[config.mk]
export PLATFORM = sky130hd
export DESIGN_NAME = sig_event_queue
export DESIGN_NICKNAME = d
export VERILOG_FILES = /design/src/rtl/seq_pkg.sv /design/src/rtl/seq_timer.sv /design/src/rtl/seq_fifo.sv /design/src/rtl/seq_scanner.sv /design/src/rtl/sig_event_queue.sv
export SDC_FILE = /design/constraint.sdc
export NUM_CORES = 1
export LEC_CHECK = 0
export BUFFER_PORTS_ARGS = -buffer_cell sky130_fd_sc_hd__clkbuf_2
export CORE_MARGIN = 1
export CORE_UTILIZATION = 45
export DETAILED_ROUTE_END_ITERATION = 12
export GPL_TIMING_DRIVEN = 1
export HOLD_SLACK_MARGIN = 0.15
export PLACE_DENSITY_LB_ADDON = 0.3
export SLEW_MARGIN = 20
export SYNTH_ARGS = -nofsm -noshare
export SYNTH_HDL_FRONTEND = slang
export SYNTH_SLANG_ARGS = --single-unit
[constraint.sdc]
create_clock -name clk -period 13.2 [get_ports clk]
set_input_delay 1.98 -clock clk [delete_from_list [all_inputs] [get_ports clk]]
set_output_delay 1.98 -clock clk [all_outputs]
set_load 0.05 [all_outputs]
[src/rtl/seq_pkg.sv]
package seq_pkg;
    localparam int ENTRY_W = 8;
    localparam int ADDR_W  = 7;
    localparam int AGREE_W = 8;
    localparam int TMR_W   = 8;

    typedef enum logic [1:0] {
        SC_IDLE = 2'd0,
        SC_CI   = 2'd1,
        SC_SIG  = 2'd2
    } scan_state_e;

    typedef logic [ENTRY_W-1:0] entry_t;

    function automatic entry_t make_entry(input logic [ADDR_W-1:0] addr);
        return {1'b1, addr};
    endfunction
endpackage

[src/rtl/seq_timer.sv]
module seq_timer
    import seq_pkg::*;
(
    input  logic               clk,
    input  logic               rst_n,
    input  logic               tmr_we,
    input  logic [TMR_W-1:0]   tmr_wdata,
    output logic [AGREE_W-1:0] period
);
    logic [TMR_W-1:0] tmr_q;

    always_ff @(posedge clk or negedge rst_n) begin
        if (!rst_n) begin
            tmr_q <= '0;
        end else if (tmr_we) begin
            tmr_q <= tmr_wdata;
        end
    end

    // fast rate forces a single frame; otherwise value + 1 frames
    always_comb begin
        if (tmr_q[TMR_W-1]) begin
            period = AGREE_W'(1);
        end else begin
            period = AGREE_W'(tmr_q[TMR_W-2:0]) + AGREE_W'(1);
        end
    end

    AST_FAST_RATE: assert property (@(posedge clk) disable iff (!rst_n)
        (tmr_we && tmr_wdata[TMR_W-1]) |=> (period == AGREE_W'(1)));
endmodule

[src/rtl/seq_fifo.sv]
module seq_fifo
    import seq_pkg::*;
#(
    parameter int DEPTH = 9
) (
    input  logic   clk,
    input  logic   rst_n,
    input  logic   push,
    input  entry_t push_entry,
    input  logic   rd_en,
    input  logic   ovf_clr,
    output entry_t rd_data,
    output logic   ovf
);
    localparam int PTR_W = (DEPTH > 1) ? $clog2(DEPTH) : 1;
    localparam int LVL_W = $clog2(DEPTH + 1);
    localparam logic [PTR_W-1:0] LAST_PTR = PTR_W'(DEPTH - 1);
    localparam logic [LVL_W-1:0] FULL_LVL = LVL_W'(DEPTH);

    entry_t           mem [DEPTH];
    logic [PTR_W-1:0] wr_ptr;
    logic [PTR_W-1:0] rd_ptr;
    logic [LVL_W-1:0] level;
    logic             full;
    logic             empty;
    logic             pop;
    logic             accept;

    always_comb begin
        full   = (level == FULL_LVL);
        empty  = (level == '0);
        pop    = rd_en && !empty;
        accept = push && (!full || pop);
    end

    always_ff @(posedge clk) begin
        if (accept) begin
            mem[wr_ptr] <= push_entry;
        end
    end

    always_ff @(posedge clk or negedge rst_n) begin
        if (!rst_n) begin
            wr_ptr  <= '0;
            rd_ptr  <= '0;
            level   <= '0;
            rd_data <= '0;
            ovf     <= 1'b0;
        end else begin
            if (accept) begin
                wr_ptr <= (wr_ptr == LAST_PTR) ? '0 : wr_ptr + PTR_W'(1);
            end
            if (pop) begin
                rd_ptr <= (rd_ptr == LAST_PTR) ? '0 : rd_ptr + PTR_W'(1);
            end
            level <= level + LVL_W'(accept) - LVL_W'(pop);
            if (rd_en) begin
                rd_data <= pop ? mem[rd_ptr] : '0;
            end
            if (push && !accept) begin
                ovf <= 1'b1;
            end else if (ovf_clr) begin
                ovf <= 1'b0;
            end
        end
    end

    AST_NO_OVERFLOW: assert property (@(posedge clk) disable iff (!rst_n)
        level <= FULL_LVL);
    AST_EMPTY_READ_ZERO: assert property (@(posedge clk) disable iff (!rst_n)
        (rd_en && empty) |=> (rd_data == '0));
    AST_DROP_SETS_FLAG: assert property (@(posedge clk) disable iff (!rst_n)
        (push && full && !rd_en) |=> ovf);
    AST_FLAG_STICKY: assert property (@(posedge clk) disable iff (!rst_n)
        (ovf && !ovf_clr) |=> ovf);
endmodule

[src/rtl/seq_scanner.sv]
module seq_scanner
    import seq_pkg::*;
#(
    parameter int NUM_SLOTS = 8,
    parameter int CI_W      = 4,
    parameter int SIG_W     = 4
) (
    input  logic                         clk,
    input  logic                         rst_n,
    input  logic                         frame_tick,
    input  logic                         smp_we,
    input  logic [$clog2(NUM_SLOTS)-1:0] smp_slot,
    input  logic [CI_W-1:0]              smp_ci,
    input  logic [SIG_W-1:0]             smp_sig,
    input  logic [AGREE_W-1:0]           period,
    output logic                         push,
    output entry_t                       push_entry
);
    localparam int SLOT_W = $clog2(NUM_SLOTS);
    localparam logic [SLOT_W-1:0] LAST_SLOT = SLOT_W'(NUM_SLOTS - 1);
    localparam logic [AGREE_W-1:0] AGREE_MAX = '1;

    scan_state_e       state_q;
    scan_state_e       state_nx;
    logic [SLOT_W-1:0] idx_q;
    logic [SLOT_W-1:0] idx_nx;

    logic [CI_W-1:0]    lat_ci_w   [NUM_SLOTS];
    logic [CI_W-1:0]    ci_mem_w   [NUM_SLOTS];
    logic [SIG_W-1:0]   lat_sig_w  [NUM_SLOTS];
    logic [SIG_W-1:0]   cand_w     [NUM_SLOTS];
    logic [SIG_W-1:0]   stab_w     [NUM_SLOTS];
    logic [AGREE_W-1:0] agree_w    [NUM_SLOTS];

    logic               ci_diff;
    logic               sig_same;
    logic [AGREE_W-1:0] agree_nx;
    logic               sig_commit;

    // per-slot value storage
    for (genvar s = 0; s < NUM_SLOTS; s++) begin : g_slot
        logic [CI_W-1:0]    lat_ci_q;
        logic [SIG_W-1:0]   lat_sig_q;
        logic [CI_W-1:0]    ci_mem_q;
        logic [SIG_W-1:0]   cand_q;
        logic [SIG_W-1:0]   stab_q;
        logic [AGREE_W-1:0] agree_q;
        logic               here;

        assign here = (idx_q == SLOT_W'(s));

        always_ff @(posedge clk or negedge rst_n) begin
            if (!rst_n) begin
                lat_ci_q  <= '0;
                lat_sig_q <= '0;
                ci_mem_q  <= '0;
                cand_q    <= '0;
                stab_q    <= '0;
                agree_q   <= '0;
            end else begin
                if (smp_we && (smp_slot == SLOT_W'(s))) begin
                    lat_ci_q  <= smp_ci;
                    lat_sig_q <= smp_sig;
                end
                if (state_q == SC_CI && here && ci_diff) begin
                    ci_mem_q <= lat_ci_q;
                end
                if (state_q == SC_SIG && here) begin
                    cand_q  <= lat_sig_q;
                    agree_q <= agree_nx;
                    if (sig_commit) begin
                        stab_q <= lat_sig_q;
                    end
                end
            end
        end

        assign lat_ci_w[s]  = lat_ci_q;
        assign lat_sig_w[s] = lat_sig_q;
        assign ci_mem_w[s]  = ci_mem_q;
        assign cand_w[s]    = cand_q;
        assign stab_w[s]    = stab_q;
        assign agree_w[s]   = agree_q;
    end

    // state register
    always_ff @(posedge clk or negedge rst_n) begin
        if (!rst_n) begin
            state_q <= SC_IDLE;
            idx_q   <= '0;
        end else begin
            state_q <= state_nx;
            idx_q   <= idx_nx;
        end
    end

    // transitions
    always_comb begin
        state_nx = state_q;
        idx_nx   = idx_q;
        unique case (state_q)
            SC_IDLE: begin
                if (frame_tick) begin
                    state_nx = SC_CI;
                    idx_nx   = '0;
                end
            end
            SC_CI: begin
                if (idx_q == LAST_SLOT) begin
                    state_nx = SC_SIG;
                    idx_nx   = '0;
                end else begin
                    idx_nx = idx_q + SLOT_W'(1);
                end
            end
            SC_SIG: begin
                if (idx_q == LAST_SLOT) begin
                    state_nx = SC_IDLE;
                    idx_nx   = '0;
                end else begin
                    idx_nx = idx_q + SLOT_W'(1);
                end
            end
            default: begin
                state_nx = SC_IDLE;
                idx_nx   = '0;
            end
        endcase
    end

    // outputs
    always_comb begin
        ci_diff  = (lat_ci_w[idx_q] != ci_mem_w[idx_q]);
        sig_same = (lat_sig_w[idx_q] == cand_w[idx_q]);
        if (!sig_same) begin
            agree_nx = AGREE_W'(1);
        end else if (agree_w[idx_q] == AGREE_MAX) begin
            agree_nx = AGREE_MAX;
        end else begin
            agree_nx = agree_w[idx_q] + AGREE_W'(1);
        end
        sig_commit = (agree_nx >= period) && (lat_sig_w[idx_q] != stab_w[idx_q]);
        push       = 1'b0;
        push_entry = '0;
        unique case (state_q)
            SC_IDLE: begin
                push = 1'b0;
            end
            SC_CI: begin
                push       = ci_diff;
                push_entry = make_entry(ADDR_W'({idx_q, 1'b0}));
            end
            SC_SIG: begin
                push       = sig_commit;
                push_entry = make_entry(ADDR_W'({idx_q, 1'b1}));
            end
            default: begin
                push = 1'b0;
            end
        endcase
    end

    AST_CI_THEN_SIG: assert property (@(posedge clk) disable iff (!rst_n)
        (state_q == SC_CI && idx_q == LAST_SLOT) |=> (state_q == SC_SIG && idx_q == '0));
    AST_IDLE_QUIET: assert property (@(posedge clk) disable iff (!rst_n)
        (state_q == SC_IDLE) |-> !push);
endmodule

[src/rtl/sig_event_queue.sv]
module sig_event_queue
    import seq_pkg::*;
#(
    parameter int NUM_SLOTS  = 8,
    parameter int CI_W       = 4,
    parameter int SIG_W      = 4,
    parameter int FIFO_DEPTH = 9
) (
    input  logic                         clk,
    input  logic                         rst_n,
    input  logic                         frame_tick,
    input  logic                         smp_we,
    input  logic [$clog2(NUM_SLOTS)-1:0] smp_slot,
    input  logic [CI_W-1:0]              smp_ci,
    input  logic [SIG_W-1:0]             smp_sig,
    input  logic                         tmr_we,
    input  logic [7:0]                   tmr_wdata,
    input  logic                         rd_en,
    output logic [7:0]                   rd_data,
    input  logic                         ovf_clr,
    output logic                         ovf_flag
);
    logic [AGREE_W-1:0] period;
    logic               push;
    entry_t             push_entry;
    entry_t             rd_entry;

    seq_timer u_timer (
        .clk       (clk),
        .rst_n     (rst_n),
        .tmr_we    (tmr_we),
        .tmr_wdata (tmr_wdata),
        .period    (period)
    );

    seq_scanner #(
        .NUM_SLOTS (NUM_SLOTS),
        .CI_W      (CI_W),
        .SIG_W     (SIG_W)
    ) u_scan (
        .clk        (clk),
        .rst_n      (rst_n),
        .frame_tick (frame_tick),
        .smp_we     (smp_we),
        .smp_slot   (smp_slot),
        .smp_ci     (smp_ci),
        .smp_sig    (smp_sig),
        .period     (period),
        .push       (push),
        .push_entry (push_entry)
    );

    seq_fifo #(
        .DEPTH (FIFO_DEPTH)
    ) u_fifo (
        .clk        (clk),
        .rst_n      (rst_n),
        .push       (push),
        .push_entry (push_entry),
        .rd_en      (rd_en),
        .ovf_clr    (ovf_clr),
        .rd_data    (rd_entry),
        .ovf        (ovf_flag)
    );

    assign rd_data = rd_entry;

    AST_READ_FORM: assert property (@(posedge clk) disable iff (!rst_n)
        (rd_data[7] || rd_data == 8'h00));
endmodule

==> results of run 1 <==
metal layers:
layer / track usage / up-vias / routed length [um]
met1: 0.279 / 4233 / 13900
met5: 0 / - / 0
met3: 0.0255 / 47 / 1140
met2: 0.305 / 168 / 13500
met4: 0.0493 / 0 / 607
li1: - / 3877 / -
kinds of logic (layout without fill, tap and decap cells):
group,count (synthesis),in the layout
AOI/OAI and AO/OA,128,128
other,1,3
buffers and inverters,95,136
DFF,300,300
muxes,233,233
xor gates and xnor gates,76,76
adders and majority gates,33,33
and+or+nand+nor,205,205
cells in the mapped netlist, types with 5 or more instances:
| cell | n |
|---|---|
| dfrtp_1 | 255 |
| a21oi_1 | 20 |
| buf_2 | 6 |
| o21ai_1 | 6 |
| buf_4 | 7 |
| ha_1 | 32 |
| nand4_1 | 11 |
| o2bb2ai_1 | 5 |
| nor2_1 | 14 |
| nand2_1 | 99 |
| nand3_1 | 22 |
| and3_1 | 13 |
| clkbuf_1 | 39 |
| edfxtp_1 | 45 |
| o21ai_0 | 76 |
| mux2_2 | 173 |
| xnor2_1 | 45 |
| inv_1 | 38 |
| nand2b_1 | 12 |
| xor2_1 | 31 |
| nor3_1 | 11 |
| mux2i_1 | 7 |
| a21o_1 | 6 |
| mux4_2 | 53 |
worst max path at each step:
stage               slack, ps       startpoint  depth (start not counted)          endpoint
global route             6820  u_scan.idx_q[0]                         22   u_fifo.level[1]
CTS                      7380  u_scan.idx_q[0]                         18  u_fifo.mem[1][2]
global placement         7560  u_scan.idx_q[0]                         18  u_fifo.mem[1][1]
detailed placement       7390  u_scan.idx_q[0]                         18  u_fifo.mem[1][3]
finish                   7490  u_scan.idx_q[0]                         22   u_fifo.level[1]
floorplan                8560  u_scan.idx_q[0]                         20  u_fifo.mem[1][0]
critical path: stages (launching register included):
cell      delay (ps)
dfrtp_2          340
buf_4            640
mux4_2           590
mux2i_1          220
inv_1            100
ha_1             210
nand2_1          100
or2_2            130
nor2_1           110
o21ai_1          480
inv_1            100
ha_1             320
a21o_1           190
a21o_1           170
a21oi_1          150
o22a_1           230
a211oi_1          80
a31oi_2          550
inv_1            120
ha_1             220
inv_1             90
fa_1             420
inv_1             60
state kept, by name, indices dropped and copies added, names as in the netlist, 5 cells and up:
register,flops
u_fifo.mem,45
u_scan.g_slot.cand_q,32
u_scan.g_slot.stab_q,32
u_scan.g_slot.agree_q,64
u_timer.tmr_q,8
u_fifo.rd_data,5
u_scan.g_slot.lat_ci_q,32
u_scan.g_slot.ci_mem_q,32
u_scan.g_slot.lat_sig_q,32
final cells by class:
class | count | area, sq um | area share
inverters | 38 | 143 | 0.00908
multi-input cells | 678 | 6040 | 0.385
well taps | 396 | 495 | 0.0315
flip-flops and latches | 300 | 7730 | 0.492
clock buffers | 50 | 1010 | 0.0644
clock inverters | 9 | 56.3 | 0.00358
repair buffers | 39 | 229 | 0.0146
stage by stage:
stage / std cells / hold WS, ps / power (W)
floorplan: 1073 / 445 / 0.00180
global placement: 1451 / 456 / 0.00197
detailed placement: 1451 / 465 / 0.00198
CTS: 1510 / 478 / 0.00289
global route: 1510 / 493 / 0.00302
finish: 1510 / 473 / 0.00285
power groups by stage:
stage          Combinational, W  Clock, W  Sequential, W
3_3_place_gp           0.000739         0        0.00123
2_1_floorplan          0.000600         0        0.00120
4_1_cts                0.000751  0.000917        0.00122
6_report               0.000741  0.000895        0.00122
3_5_place_dp           0.000749         0        0.00123
5_1_grt                0.000825  0.000954        0.00124
==> run metrics, run 1 <==
WL final 29,100 um; Rows 64; DR pass1 iterations 8; initial antenna violation count 0; cell count after synthesis 1,071; ant diodes 0; Top FF cell, synth dfrtp_1; clock network power share 0.314; Seq/Total Area, Yosys 0.545; Synth area leaders dfrtp_1, mux2_2, edfxtp_1; Worst Path Required 13,630 ps; reg2reg path depth 22; Psw 0.000881 W; Peak Freq 175 MHz; hold depth 2; clock skew 12.6 ps; final instance area 15,700 sq um; GRT Total Usage 0.192; status finished with violations; EDFF count, synth 45; largest net degree at the start of global routing 120; Filler cells 2,638; worst hold path type reg -> reg; clk root buf clkbuf_16; DP Worst Slack 7390 ps; vias in the first global route 8,769; Sw Ratio 0.308; Layout area overhead 10.8%; die area 32,200 sq um; worst-path fanout max 43; PortBufs 31; I/O pin cnt 35; critical path data arrival time 6140 ps; core area 30,800 sq um; final setup fails 0; PostCTS Resize Cnt 0; Post-Synth Adder-Cell Area 0.0296; Cell Area, Synth 14,200 sq um; main combinational cell family by area after synthesis multiplexers; Post-Syn Area per Cell 13.2 sq um; Num CTS Buffers 34; Startpoint Class flip-flop; commonest cells after routing, fill and taps aside dfrtp_1, mux2_2, nand2_1, o21ai_0, mux4_2; Setup Buffers After CTS 0; fin util 0.510; worst reg2reg startpoint u_scan.idx_q[0]; Synth area leader dfrtp_1; Critical Path End Type flip-flop; register-to-register setup slack 7490 ps; Via Count 8,325; Logic pwr share 0.260; Max Slew Vio Count 0; htree depth 2; Synthesis Warnings 0; max cap viols 0; Simple-Gate Fraction of Synth Area 0.0701; post-route setup slack 7490 ps; DRT iter0 DRCs 532; hold path endpoint u_scan.g_slot[7].agree_q[0]; Worst VDD drop 0.0865 mV; Max Root-Sink Buffers 3; antenna-violating nets left 0; Avg WL per Cell 19.3 um; hold buffer count at CTS 0; first-pass GRT wire length 48,800 um; worst slew pin tran 1060 ps; Setup TNS 0 ps; Tcrit/Tclk final 0.432; Final #Nets 1,150; width of the die 180 um; Hold Vio Cnt, Final 0; Post-DP HPWL 19,300 um; sequential share of power 0.427; Pint 0.00197 W; min Tclk post-route 5710 ps; die height 180 um; Clock Sinks 300; Remaining Overflow, GRT 0; most common cell after layout, fill and taps aside dfrtp_1; post-synthesis register bit count 300; fraction of layout cells with a size suffix above 1 0.293; Crit Path Category reg -> reg; CTS tree yes; failing checks design-rule violations; post-synthesis compound-gate area fraction 0.0515; Reg clk slew, reported paths 60 ps; top cell type's share of synthesized area 0.450; Hold Path Origin u_scan.g_slot[7].agree_q[0]; static leakage 6.94 nW; gpl congestion 0.760; xor and xnor fraction of the mapped netlist area 0.0469; mux contribution to synthesized area 0.227; power per standard cell area 182 nW/um^2; Initial Utilization 0.460; Rel. slew slack 0.291; Async SR Flop Fraction 0.850; drt drc 12; vias per inst 5.51; area post-placement 14,600 sq um; Netlist cell types 51; worst reg2reg path endpoint u_fifo.level[1]; RSZ-0062 raised after global routing no; clock latency at the later pin of the worst-skew pair 500 ps
No activity file was read; power rests on OpenSTA's default activity.
==> run 2: changes to the inputs <==
clock period = 5 ns   (was 13.2 ns; I/O delays follow)
==> run metrics, run 2 (synthesis results as in run 1) <==
status finished with violations; failing checks design-rule violations; met3 usage 0.0274; GR met2 Demand/Resource 0.311; die height 180 um; Hold Vio Cnt, Final 0; critical path data arrival time 4900 ps; grt peak-use layer met2; top flop regs u_scan.g_slot.agree_q: 64 flops, u_fifo.mem: 45 flops; width of the die 180 um; most common cell after layout, fill and taps aside dfrtp_1; area post-placement 14,800 sq um; Reg clk slew, reported paths 60 ps; core area 30,800 sq um; largest net degree at the start of global routing 169; Via Count 8,416; ant diodes 0; commonest cells after routing, fill and taps aside dfrtp_1, mux2_2, nand2_1, o21ai_0, mux4_2; Total Power 0.00768 W; Max Slew Vio Count 0; Initial Utilization 0.460; Rel. slew slack 0.340; Avg WL per Cell 19.8 um; clock skew 16.0 ps; die area 32,200 sq um; Layout area overhead 12.3%; GRT Total Usage 0.194; DR pass1 iterations 8; worst slew pin tran 989 ps; final instance area 15,900 sq um; Worst Setup SP u_scan.idx_q[0]; Largest Register u_scan.g_slot.agree_q; RSZ-0062 raised after global routing no; DRT iter0 DRCs 475; Post-DP HPWL 20,500 um; drt drc 12; final setup fails 0; min Tclk post-route 4710 ps; Clock Sinks 300; Remaining Overflow, GRT 0; gpl congestion 0.803; Worst VDD drop 0.237 mV; Startpoint Class flip-flop; Max Root-Sink Buffers 3; Tcrit/Tclk final 0.942; Rows 64; Peak Freq 212 MHz; I/O pin cnt 35; Final #Nets 1,171; first-pass GRT wire length 49,200 um; Hold Path Origin ovf_clr; worst reg2reg startpoint u_scan.idx_q[0]; max FFs per register 64; vias in the first global route 8,705; static leakage 7.05 nW; Critical Path End Type flip-flop; max cap viols 0; Num CTS Buffers 34; Crit Path Category reg -> reg; PortBufs 31; clk root buf clkbuf_16; initial antenna violation count 0; worst-path fanout max 12; clock latency at the later pin of the worst-skew pair 510 ps; Filler cells 2,634; antenna-violating nets left 0; worst hold path type in -> reg; power per standard cell area 482 nW/um^2; fraction of layout cells with a size suffix above 1 0.305; GRT met1 Usage 0.280; Setup TNS 0 ps; Worst Path Required 5190 ps; WL final 30,300 um; htree depth 2; CTS tree yes; vias per inst 5.50
[run 2: cell count changes in the layout (fill, tap and decap cells not counted), sizes merged]
| cell | before | now |
|---|---|---|
| clkbuf | 80 | 78 |
| bufinv | 0 | 2 |
| clkinv | 6 | 7 |
| inv | 40 | 39 |
| buf | 9 | 29 |
| dlygate4sd3 | 0 | 1 |
[run 2: through the flow]
step,utilization,worst slack (ps),cells,hold WS [ps]
6_report,0.517,289,1531,440
5_1_grt,0.517,38.8,1531,439
4_1_cts,0.516,271,1528,428
3_5_place_dp,0.480,289,1468,468
3_3_place_gp,0.480,416,1468,458
2_1_floorplan,-,359,1073,445
[run 2: final timing paths]
check	cells past startpoint	slack [ps]	end
worst max-delay path	20	290	u_fifo.mem[5][1]
worst min register to register	2	480	u_scan.g_slot[1].agree_q[1]
max in group asynchronous	3	3200	u_scan.g_slot[3].ci_mem_q[2]
worst min-delay path	2	440	u_fifo.ovf
worst max register to register	20	290	u_fifo.mem[5][1]
min in group asynchronous	2	630	u_scan.g_slot[6].stab_q[3]
[run 2: what timing repair did]
item,CTS,global route
buffers inserted,0,3
gates resized for setup,0,1
setup endpoints to repair,0,18
hold buffers,1,0
endpoints found under the hold margin,8,0
[run 2: critical path, stage by stage (launching register included)]
cell      delay (ps)
dfrtp_2          430
buf_4            180
mux4_2           330
mux2i_1           90
inv_1            100
ha_1             180
nand2_1           90
or2_2            310
or4_1            540
nand3_2          180
inv_1             70
ha_1             290
nand4_1           70
nor2_1            90
o21ai_0           90
o22a_1           270
a211oi_1         310
a31oi_2           80
buf_4            200
nor2_1           160
and3_1           320
[run 2: report_power, final]
part / total (W) / internal, W / switching, W
combinational: 0.00201 / 0.000994 / 0.00102
sequential: 0.00325 / 0.00286 / 0.000390
clock: 0.00242 / 0.00146 / 0.000961
[run 2: metal layers]
metal,share of wire,wire length (um)
met3,0.039,1180
met2,0.46,14000
met4,0.018,553
met1,0.48,14500
met5,0,0
[run 2: layout make-up]
class / count / area [sq um] / share of cell area
clock buffer: 48 / 975 / 0.0612
tap: 396 / 495 / 0.0311
inverter: 38 / 143 / 0.00896
multi-input combinational: 678 / 6050 / 0.380
clock inverter: 11 / 109 / 0.00684
sequential: 300 / 7730 / 0.486
timing repair buffer: 60 / 414 / 0.0260
==> run 3: changes to the inputs <==
CTS_BUF_LIST = sky130_fd_sc_hd__clkbuf_16   (was unset)
clock period = 4.9 ns   (was 5 ns; I/O delays follow)
==> run metrics, run 3 (synthesis results as in run 1) <==
clock network power share 0.304; htree depth 2; clock skew 23.6 ps; Setup TNS 0 ps; Hold Vio Cnt, Final 0; ant diodes 0; Max Root-Sink Buffers 3; core area 30,800 sq um; power per standard cell area 486 nW/um^2; Tcrit/Tclk final 0.939; clock latency at the later pin of the worst-skew pair 510 ps; Worst VDD drop 0.224 mV; fraction of layout cells with a size suffix above 1 0.305; I/O pin cnt 35; Setup Buffers After CTS 0; vias per inst 5.57; CTS tree yes; largest net degree at the start of global routing 115; Psw 0.00243 W; worst slew pin tran 957 ps; register-to-register setup slack 300 ps; sequential share of power 0.433; most common cell after layout, fill and taps aside dfrtp_1; vias in the first global route 8,968; die height 180 um; width of the die 180 um; initial antenna violation count 0; Avg WL per Cell 19.6 um; die area 32,200 sq um; min Tclk post-route 4600 ps; WL final 30,000 um; Rel. slew slack 0.357; gpl congestion 0.814; clk root buf clkbuf_16; Num CTS Buffers 34; status finished with violations; PostCTS Resize Cnt 0; final setup fails 0; Max Slew Vio Count 0; Clock Sinks 300; max cap viols 0; max FFs per register 64; static leakage 7.03 nW; Pint 0.00527 W; RSZ-0062 raised after global routing yes; drt drc 12; CP endpoint u_fifo.mem[5][0]; critical path data arrival time 4800 ps; Crit Path Category reg -> reg; DRT iter0 DRCs 533; failing checks design-rule violations; Layout area overhead 11.8%; Final #Nets 1,167; worst hold path type in -> async; Startpoint Class flip-flop; top flop regs u_scan.g_slot.agree_q: 64 flops, u_fifo.mem: 45 flops; Worst Setup SP u_scan.idx_q[0]; Peak Freq 217 MHz; Logic pwr share 0.262; GRT Total Usage 0.196; Sw Ratio 0.315; antenna-violating nets left 0; commonest cells after routing, fill and taps aside dfrtp_1, mux2_2, nand2_1, o21ai_0, mux4_2; DR pass1 iterations 9; worst-path fanout max 12; Post-DP HPWL 20,600 um; Largest Register u_scan.g_slot.agree_q; worst reg2reg startpoint u_scan.idx_q[0]; Worst Path Required 5100 ps; first-pass GRT wire length 49,900 um; Filler cells 2,632; worst reg2reg path endpoint u_fifo.mem[5][0]; Remaining Overflow, GRT 0; Critical Path End Type flip-flop; reg2reg path depth 19; hold buffer count at CTS 0; Rows 64; Reg clk slew, reported paths 60 ps; PortBufs 31; Total Power 0.00770 W; Via Count 8,495; Initial Utilization 0.460
run 3: layout make-up:
type,instances,area (sq um),share of cell area
Clock inverter,22,149,0.00940
Clock buffer,35,876,0.0553
Tap cell,396,495,0.0313
Multi-Input combinational cell,678,6060,0.383
Inverter,38,143,0.00900
Timing Repair Buffer,56,382,0.0241
Sequential cell,300,7740,0.488
run 3: stage by stage:
step	hold WS, ps	std cells	util	setup WS [ps]	cell area [sq um]
6_report	279	1525	0.514	301	15800
5_1_grt	353	1525	0.514	-4.19	15800
4_1_cts	348	1525	0.513	199	15800
3_5_place_dp	467	1468	0.480	206	14800
3_3_place_gp	458	1468	0.480	302	14800
2_1_floorplan	439	1073	-	259	14200
run 3: layer usage:
metal  part of all wire  wire, um  up-vias  track usage
li1                   -         -     3916            -
met1               0.47     14100     4386        0.281
met2               0.48     14300      160        0.317
met3              0.040      1200       33       0.0278
met4              0.011       341        0       0.0434
met5                  0         0        -            0
run 3: worst min path at each step:
stage	endpoint	slack (ps)	cells after the start
final	u_scan.g_slot[6].lat_sig_q[0]	280	1
after global routing	u_scan.g_slot[6].lat_sig_q[0]	350	1
after CTS	u_scan.g_slot[6].lat_sig_q[0]	350	1
after detailed placement	u_scan.g_slot[5].agree_q[2]	470	2
after global placement	u_scan.g_slot[3].agree_q[7]	460	2
after floorplan	u_fifo.level[0]	440	0
run 3: worst max-delay path, cell delays in order (launching register included):
cell and delay (ps):
dfrtp_4 570, buf_4 210, mux4_2 370, nand3_1 80, nand2_1 100, nand2_1 90
or2_2 310, or4_1 550, nand3_2 180, inv_1 70, ha_1 290, nand4_1 90
nor2_1 90, o21ai_0 80, o22a_1 250, a211oi_2 240, a31oi_2 60, buf_4 190
nor2_1 180, and3_2 290
run 3: power groups by stage:
stage	clock, W	sequential (W)	combinational (W)
finish	0.00234	0.00334	0.00202
global route	0.00250	0.00340	0.00223
CTS	0.00240	0.00333	0.00204
detailed placement	0	0.00338	0.00203
global placement	0	0.00336	0.00199
floorplan	0	0.00324	0.00162
